## src/rtl/ppcg_pkg.sv

```systemverilog
// Shared constants and helpers for the periodic protocol control generator.
package ppcg_pkg;
    localparam int unsigned BSIZE_W = 6;

    // Command period: one command per block of words.
    function automatic int unsigned cmd_period(input int unsigned word_p, input int unsigned blk);
        return word_p * blk;
    endfunction

    // Initial count that puts the first command pulse on the first write pulse.
    function automatic int unsigned cmd_phase(input int unsigned word_p, input int unsigned blk);
        return (blk - 1) * word_p;
    endfunction
endpackage

```

## src/rtl/pulse_gen.sv

```systemverilog
// Generic periodic source. It outputs ~ACT for P-1 cycles and then ACT for one cycle, repeating.
// Assumes: the counter is held at PHASE while run is low; P == 1 gives a constant tie-off.
module pulse_gen #(
    parameter bit          ACT   = 1'b1,
    parameter int unsigned P     = 2,
    parameter int unsigned PHASE = 0
) (
    input  logic clk,
    input  logic rst_n,
    input  logic run,
    output logic pulse
);
    generate
        if (P <= 1) begin : g_tie
            logic unused_tie;
            assign unused_tie = ^{clk, rst_n, run};
            assign pulse = ACT;
        end else begin : g_cnt
            localparam int CW = $clog2(P);
            logic [CW-1:0] cnt;

            // Free-running modulo-P count, reloaded with the phase outside test mode.
            always_ff @(posedge clk) begin
                if (!rst_n || !run)
                    cnt <= CW'(PHASE);
                else if (cnt == CW'(P - 1))
                    cnt <= '0;
                else
                    cnt <= cnt + 1'b1;
            end

            assign pulse = (cnt == CW'(P - 1)) ? ACT : ~ACT;

            // An active cycle is never followed by another while running.
            assert_single_pulse_R1: assert property (@(posedge clk) disable iff (!rst_n)
                (run && pulse == ACT) |=> (!run || pulse != ACT));
        end
    endgenerate
endmodule

```

## src/rtl/guard_cell.sv

```systemverilog
// Guarded output cell: forwards the functional value, or the generated value in test mode.
// Assumes: sel is stable for a whole cycle; purely combinational.
module guard_cell #(
    parameter int W = 1
) (
    input  logic         sel,
    input  logic [W-1:0] func_val,
    input  logic [W-1:0] test_val,
    output logic [W-1:0] y
);
    // Select the output source.
    always_comb y = sel ? test_val : func_val;
endmodule

```

## src/rtl/stream_monitor.sv

```systemverilog
// Watches the handshake in test mode and latches an error when an offered valid is refused.
// Assumes: the interconnect must accept at the guaranteed rate; the flag clears only on reset.
module stream_monitor (
    input  logic clk,
    input  logic rst_n,
    input  logic test_mode,
    input  logic cmd_valid,
    input  logic cmd_accept,
    input  logic wr_valid,
    input  logic wr_accept,
    output logic err
);
    logic refused;

    // A refusal is a valid without its accept in the same cycle.
    always_comb refused = test_mode && ((cmd_valid && !cmd_accept) || (wr_valid && !wr_accept));

    // Sticky error register.
    always_ff @(posedge clk) begin
        if (!rst_n)
            err <= 1'b0;
        else if (refused)
            err <= 1'b1;
    end

    assert_err_sticky_R7: assert property (@(posedge clk) disable iff (!rst_n)
        err |=> err);
    assert_err_cause_R7: assert property (@(posedge clk) disable iff (!rst_n)
        (!err && !(test_mode && cmd_valid && !cmd_accept) && !(test_mode && wr_valid && !wr_accept)) |=> !err);
endmodule

```

## src/rtl/periodic_ctrl_gen.sv

```systemverilog
// Top: drives an initiator port's control outputs from periodic sources during test mode.
// Assumes: 1 <= BLK_WORDS <= 63, PERIOD_O >= 1; accepts are observed, never fed back.
module periodic_ctrl_gen
    import ppcg_pkg::*;
#(
    parameter int unsigned PERIOD_O  = 3,
    parameter int unsigned BLK_WORDS = 4,
    parameter int          ADDR_W    = 32
) (
    input  logic               clk,
    input  logic               rst_n,
    input  logic               test_mode,
    input  logic               func_cmd_valid,
    input  logic               func_cmd_read,
    input  logic [ADDR_W-1:0]  func_cmd_addr,
    input  logic [BSIZE_W-1:0] func_cmd_blocksize,
    input  logic               func_wr_valid,
    input  logic               func_rd_accept,
    input  logic               cmd_accept,
    input  logic               wr_accept,
    output logic               cmd_valid,
    output logic               cmd_read,
    output logic [ADDR_W-1:0]  cmd_addr,
    output logic [BSIZE_W-1:0] cmd_blocksize,
    output logic               wr_valid,
    output logic               rd_accept,
    output logic               stream_err
);
    localparam int unsigned CMD_P  = cmd_period(PERIOD_O, BLK_WORDS);
    localparam int unsigned CMD_PH = cmd_phase(PERIOD_O, BLK_WORDS);

    logic gen_wr_valid, gen_cmd_valid, gen_cmd_read, gen_rd_accept;

    pulse_gen #(.ACT(1'b1), .P(PERIOD_O), .PHASE(0)) u_wr_gen (
        .clk(clk), .rst_n(rst_n), .run(test_mode), .pulse(gen_wr_valid));
    pulse_gen #(.ACT(1'b1), .P(CMD_P), .PHASE(CMD_PH)) u_cmd_gen (
        .clk(clk), .rst_n(rst_n), .run(test_mode), .pulse(gen_cmd_valid));
    pulse_gen #(.ACT(1'b0), .P(1), .PHASE(0)) u_read_gen (
        .clk(clk), .rst_n(rst_n), .run(test_mode), .pulse(gen_cmd_read));
    pulse_gen #(.ACT(1'b0), .P(1), .PHASE(0)) u_racc_gen (
        .clk(clk), .rst_n(rst_n), .run(test_mode), .pulse(gen_rd_accept));

    guard_cell #(.W(1)) u_g_cmdv (.sel(test_mode), .func_val(func_cmd_valid),
        .test_val(gen_cmd_valid), .y(cmd_valid));
    guard_cell #(.W(1)) u_g_read (.sel(test_mode), .func_val(func_cmd_read),
        .test_val(gen_cmd_read), .y(cmd_read));
    guard_cell #(.W(ADDR_W)) u_g_addr (.sel(test_mode), .func_val(func_cmd_addr),
        .test_val({ADDR_W{1'b0}}), .y(cmd_addr));
    guard_cell #(.W(BSIZE_W)) u_g_size (.sel(test_mode), .func_val(func_cmd_blocksize),
        .test_val(BSIZE_W'(BLK_WORDS)), .y(cmd_blocksize));
    guard_cell #(.W(1)) u_g_wrv (.sel(test_mode), .func_val(func_wr_valid),
        .test_val(gen_wr_valid), .y(wr_valid));
    guard_cell #(.W(1)) u_g_racc (.sel(test_mode), .func_val(func_rd_accept),
        .test_val(gen_rd_accept), .y(rd_accept));

    stream_monitor u_mon (
        .clk(clk), .rst_n(rst_n), .test_mode(test_mode),
        .cmd_valid(cmd_valid), .cmd_accept(cmd_accept),
        .wr_valid(wr_valid), .wr_accept(wr_accept), .err(stream_err));

    assert_cmd_on_write_R2: assert property (@(posedge clk) disable iff (!rst_n)
        (test_mode && cmd_valid) |-> wr_valid);
    assert_blocksize_R3: assert property (@(posedge clk) disable iff (!rst_n)
        test_mode |-> (cmd_blocksize == BSIZE_W'(BLK_WORDS)));
    assert_idle_side_R4: assert property (@(posedge clk) disable iff (!rst_n)
        test_mode |-> (cmd_addr == '0 && !cmd_read && !rd_accept));
    assert_passthru_R5: assert property (@(posedge clk) disable iff (!rst_n)
        !test_mode |-> ({cmd_valid, cmd_read, cmd_addr, cmd_blocksize, wr_valid, rd_accept} ==
                        {func_cmd_valid, func_cmd_read, func_cmd_addr, func_cmd_blocksize,
                         func_wr_valid, func_rd_accept}));
endmodule

```

## config.mk

```make
export PLATFORM = sky130hd
export DESIGN_NAME = periodic_ctrl_gen
export DESIGN_NICKNAME = d
export VERILOG_FILES = /design/src/rtl/ppcg_pkg.sv /design/src/rtl/pulse_gen.sv /design/src/rtl/guard_cell.sv /design/src/rtl/stream_monitor.sv /design/src/rtl/periodic_ctrl_gen.sv
export SDC_FILE = /design/constraint.sdc
export NUM_CORES = 1
export LEC_CHECK = 0
export BUFFER_PORTS_ARGS = -buffer_cell sky130_fd_sc_hd__buf_2
export CAP_MARGIN = 15
export CORE_MARGIN = 2
export CORE_UTILIZATION = 35
export CTS_BUF_LIST = sky130_fd_sc_hd__clkbuf_8
export DETAILED_ROUTE_END_ITERATION = 8
export PLACE_DENSITY = 0.74
export SYNTH_ARGS = -nofsm -noshare
export SYNTH_HDL_FRONTEND = slang
export SYNTH_HIERARCHICAL = 1
export SYNTH_SLANG_ARGS = --single-unit
```

## constraint.sdc

```tcl
create_clock -name clk -period 1.3 [get_ports clk]
set_input_delay 0.195 -clock clk [delete_from_list [all_inputs] [get_ports clk]]
set_output_delay 0.195 -clock clk [all_outputs]
set_load 0.02 [all_outputs]
```

=== Word level (Yosys, flattened, before mapping) ===
Index checks and enable logic that the tools add are counted.

* Input port bits: 47
* Output and inout bits: 43
* Register bits: 7

* Muxes and demuxes: 9
* $add $sub $neg: 2
* Reductions and logical operators: 11
* Equality and inequality tests: 2

{| class="wikitable"
|+ Operators with widths
! operator !! count
|-
| two-way mux 32 bit || 1
|-
| two-way mux 1 bit || 6
|-
| two-way mux 6 bit || 1
|-
| adder 4 x 1 -> 4 bit, second input constant || 1
|-
| == test 4 bit, second input constant || 1
|-
| zero test 1 bit || 4
|-
| two-way mux 4 bit || 1
|-
| OR reduction 2 bit || 2
|-
| logical AND 1 bit || 3
|-
| adder 2 x 1 -> 2 bit, second input constant || 1
|-
| == test 2 bit, second input constant || 1
|-
| logical OR 1 bit || 2
|}

=== Depth between registers and ports, before layout ===
* Word-level depth: 6
* Gate-level depth with buffers: 5

=== By module ===
The synthesis kept the hierarchy.

{| class="wikitable"
|+ Modules (own cells, without submodules)
! module !! instances !! area an instance (sq um) !! cells each
|-
| guard_cell (u_g_addr) || 1 || 544.3 || 36
|-
| pulse_gen (u_cmd_gen) || 1 || 172.7 || 16
|-
| guard_cell (u_g_size) || 1 || 101.3 || 7
|-
| pulse_gen (u_wr_gen) || 1 || 81.3 || 6
|-
| guard_cell (u_g_cmdv ...) || 4 || 15.0 || 1
|-
| stream_monitor || 1 || 52.6 || 7
|-
| pulse_gen (u_racc_gen ...) || 2 || 11.3 || 2
|-
| periodic_ctrl_gen || 1 || 7.5 || 2
|}

=== Worst setup path before layout ===
Ideal clock, no wire load.

* Path type: reg-to-reg
* Start point: reg u_cmd_gen.g_cnt.cnt[0]
* End point: reg u_mon.err
* Stages on the path, launching flop included: 6
* Library setup time: 0.119 ns
* Setup slack: -0.120 ns
* Clock period less this slack: 1.420 ns
* Arrival: 1.301 ns
* Cell sequence: dfxtp_1 -> ha_1 -> and3b_2 -> mux2_4 -> a22oi_2 -> o21ai_1

* Cells in the longest elaborated chain, start to end: 6

{| class="wikitable"
|+ Ends and longest elaborated chain
! element !! RTL line !! source
|-
| start, declared || pulse_gen.sv:20 || <nowiki>logic [CW-1:0] cnt;</nowiki>
|-
| start signal, assigned || pulse_gen.sv:25 || <nowiki>cnt <= CW'(PHASE);</nowiki>
|-
| start signal, assigned || pulse_gen.sv:29 || <nowiki>cnt <= cnt + 1'b1;</nowiki>
|-
| == test 4 bit || pulse_gen.sv:32 || <nowiki>assign pulse = (cnt == CW'(P - 1)) ? ACT : ~ACT;</nowiki>
|-
| two-way mux 1 bit || pulse_gen.sv:32 ||
|-
| via gen_cmd_valid || periodic_ctrl_gen.sv:32 || <nowiki>logic gen_wr_valid, gen_cmd_valid, gen_cmd_read, gen_rd_accept;</nowiki>
|-
| two-way mux 1 bit || guard_cell.sv:12 || <nowiki>always_comb y = sel ? test_val : func_val;</nowiki>
|-
| via cmd_valid || periodic_ctrl_gen.sv:21 || <nowiki>output logic cmd_valid,</nowiki>
|-
| logical AND 1 bit || stream_monitor.sv:16 || <nowiki>always_comb refused = test_mode && ((cmd_valid && !cmd_accept) || (wr_valid && !wr_accept));</nowiki>
|-
| logical OR 1 bit || stream_monitor.sv:16 ||
|-
| logical AND 1 bit || stream_monitor.sv:16 ||
|-
| end signal, assigned || stream_monitor.sv:21 || <nowiki>err <= 1'b0;</nowiki>
|-
| end signal, assigned || stream_monitor.sv:23 || <nowiki>err <= 1'b1;</nowiki>
|-
| end, declared || stream_monitor.sv:11 || <nowiki>output logic err</nowiki>
|}

The timed path passes the listed nets, and every way through them passes these cells.
A chain may end at the register's enable or synchronous reset.

=== Final worst setup path ===
* Start point: reg u_cmd_gen.g_cnt.cnt[1]
* End point: out cmd_valid

* Cells in the longest elaborated chain, start to end: 3

{| class="wikitable"
|+ Ends and longest elaborated chain
! element !! RTL line
|-
| == test 4 bit || pulse_gen.sv:32
|-
| two-way mux 1 bit || pulse_gen.sv:32
|-
| via gen_cmd_valid || periodic_ctrl_gen.sv:32
|-
| two-way mux 1 bit || guard_cell.sv:12
|-
| end, declared || periodic_ctrl_gen.sv:21
|}

The timed path passes the listed nets, and every way through them passes these cells.

==> out/summary.txt <==
Hold WS - 0.248 ns
CTS tree - yes
largest area contributor in the netlist - mux2_4
Hold Buf Count CTS - 0
Clock transition at path regs - 0.04 ns
post-route clock period utilization - 115%
Psw - 0.381 mW
Non-Filler Instances - 244
dpl hpwl - 2000 um
Internal Power - 0.759 mW
RSZ-0062 raised after global routing - true
status - finished, violations left
Comb power frac - 53.8%
Area Growth Syn to Fin - 68.4%
Final #Nets - 263
Seq pwr share - 20.8%
post-route DRC violation count - 0
die area - 3430 um2
met2 Track Usage GR - 24.2%
syn avg cell area - 12.7 um2
post-route design area - 1760 um2
layout cells sized above 1 - 72.3%
met1 Track Usage GR - 15.1%
setup TNS - -0.306 ns
die width - 58.6 um
Mapped Area - 1040 um2
I/O Buffers - 89
Remaining Overflow, GRT - 0
Most Used Layer, Global Route - met2
number of distinct library cells after synthesis - 21
crit path DAT - 1.30 ns
Fin. Hold Viols - 0
post-synthesis sequential area ratio - 13.4%
Post-Place Cells - 237
vias in the first global route - 870
max-slew violations - 0
WL final - 2300 um
Initial Utilization - 37.5%
1st-iter DRT viols - 24
WS Path Type - reg2out
cell count after synthesis - 82
wire length per cell - 9.41 um
post-route ant nets - 0
Setup WS pre-CTS - 0.0197 ns
Worst R2R Start - u_cmd_gen/g_cnt.cnt[1]
final worst slack - -0.193 ns
dpl cell area - 1660 um2
CP Capture Type - output pin
CTS sink count - 7
Peak VDD IR - 0.000770 V
max-cap check violation count - 0
top cells by area, synth - mux2_4 58%, dfxtp_1 13%, buf_12 5.8%, and4bb_2 2.4%, ha_1 2.4%
CTS max path bufs - 2
GRT Util Overall - 12.9%
Post-synth EDFFs - 0
antenna fix cells - 0
Die Height - 58.6 um
clock share of power - 25.4%
CORE AREA - 2780 um2
Hold Startpoint - rst_n
failing checks - negative setup slack
largest net degree at the start of global routing - 20
Switching Share - 33.4%
fmax - 670 MHz
# rows - 19
CP startpoint - u_cmd_gen/g_cnt.cnt[1]
area share of the largest cell type after synthesis - 57.6%
Ports - 90
vias per cell - 4.02
Hold Path Class - in2reg
latest clock arrival within the worst-skew pair - 0.22 ns
PwrDens - 649 nW/um2
prevailing post-synth register cell - dfxtp_1
CTS Buf Count - 3
H-tree depth - 1
Ys Warns - 6
initial antenna violation count - 0
met3 Usage GRT - 2.42%
final setup fails - 3
Yosys reg bits - 7
Vias - 982
critical path peak fanout - 2
Worst Clk Skew - 0.000189 ns
First-pass DRT Iterations - 4
fin crit period - 1.49 ns
WP data required - 1.11 ns
CTS root buffer - clkbuf_8
GP Congestion - 0.680
most frequent cells after synthesis - 40 x mux2_4, 7 x dfxtp_1, 4 x conb_1, 4 x nand2_1
asr flop ratio synth - 0%
count leader, synth - mux2_4
first-pass GRT wire length - 3530 um
cell leakage power - 1.04 nW
CP Launch Type - flop
[timing repair]
action / in CTS / in global routing
setup buffers: 3 / 0
resized for setup: 8 / 0
setup endpoints to repair: 2 / 3
pin swaps: 2 / 1
[flip-flops by register name, indices dropped and copies added (netlist names)]
| register | flops |
|---|---|
| u_cmd_gen/g_cnt.cnt | 4 |
| u_mon/err | 1 |
| u_wr_gen/g_cnt.cnt | 2 |
[final cells by class]
class	count	area, um2
fillers	242	1030
repair buffers	98	563
inverters	3	11.3
multi-input cells	101	953
clock inverters	1	3.75
well taps	31	38.8
flip-flops and latches	7	144
clock buffers	3	41.3
[power by group through the flow]
stage                     clock network, mW  logic, mW  registers [mW]
after floorplan                           0      0.421           0.241
final                                 0.289      0.614           0.237
after global placement                    0      0.591           0.239
after CTS                             0.300      0.618           0.237
after detailed placement                  0      0.597           0.239
after global routing                  0.318      0.660           0.238
[through the flow]
step,total power [mW],utilization (%)
after floorplan,0.662,-
after global placement,0.830,59.7
after detailed placement,0.836,59.7
after CTS,1.15,63.1
after global routing,1.21,63.1
final,1.14,63.1
[path summary, 6_finish.rpt]
path	slack, ns	end	cells after the start
worst max-delay path	-0.19	cmd_valid	4
worst min-delay path	0.25	u_mon/err	3
worst max register to register	-0.09	u_mon/err	6
worst min register to register	0.45	u_mon/err	2
[metal layers]
metal	share of wire (%)	up-vias	wire length, um
met1	39	421	906
li1	-	514	-
met4	0	0	0
met5	0	-	0
met3	9.0	0	207
met2	52	47	1180
[placed cells by master, fill, tap and decap left out, drive strengths merged, types with 2 or more instances in the layout]
master | Yosys | routed
clkbuf | 0 | 3
nor2 | 2 | 2
mux2 | 42 | 42
buf | 7 | 98
nor3b | 2 | 2
ha | 2 | 2
nand2 | 4 | 4
and4bb | 2 | 2
inv | 3 | 4
conb | 4 | 40
dfxtp | 7 | 7
[cell families (layout without fill, tap and decap cells)]
family | Yosys count | after routing | share of synthesized area (%)
xor gates and xnor gates | 1 | 1 | 0.840
buffers and inverters | 10 | 105 | 10.4
adders and majority gates | 2 | 2 | 2.40
and+or+nand+nor | 11 | 11 | 7.44
other | 4 | 40 | 1.44
DFF | 7 | 7 | 13.4
AOI/OAI and AO/OA | 4 | 4 | 3.24
muxes | 43 | 43 | 60.7
[worst max-delay path, stage by stage, from the launching register on]
cell     delay [ns]
dfxtp_2        0.33
ha_4           0.15
and3b_2        0.20
mux2_4         0.27
buf_6          0.13
Power figures use the tool's default switching activity.
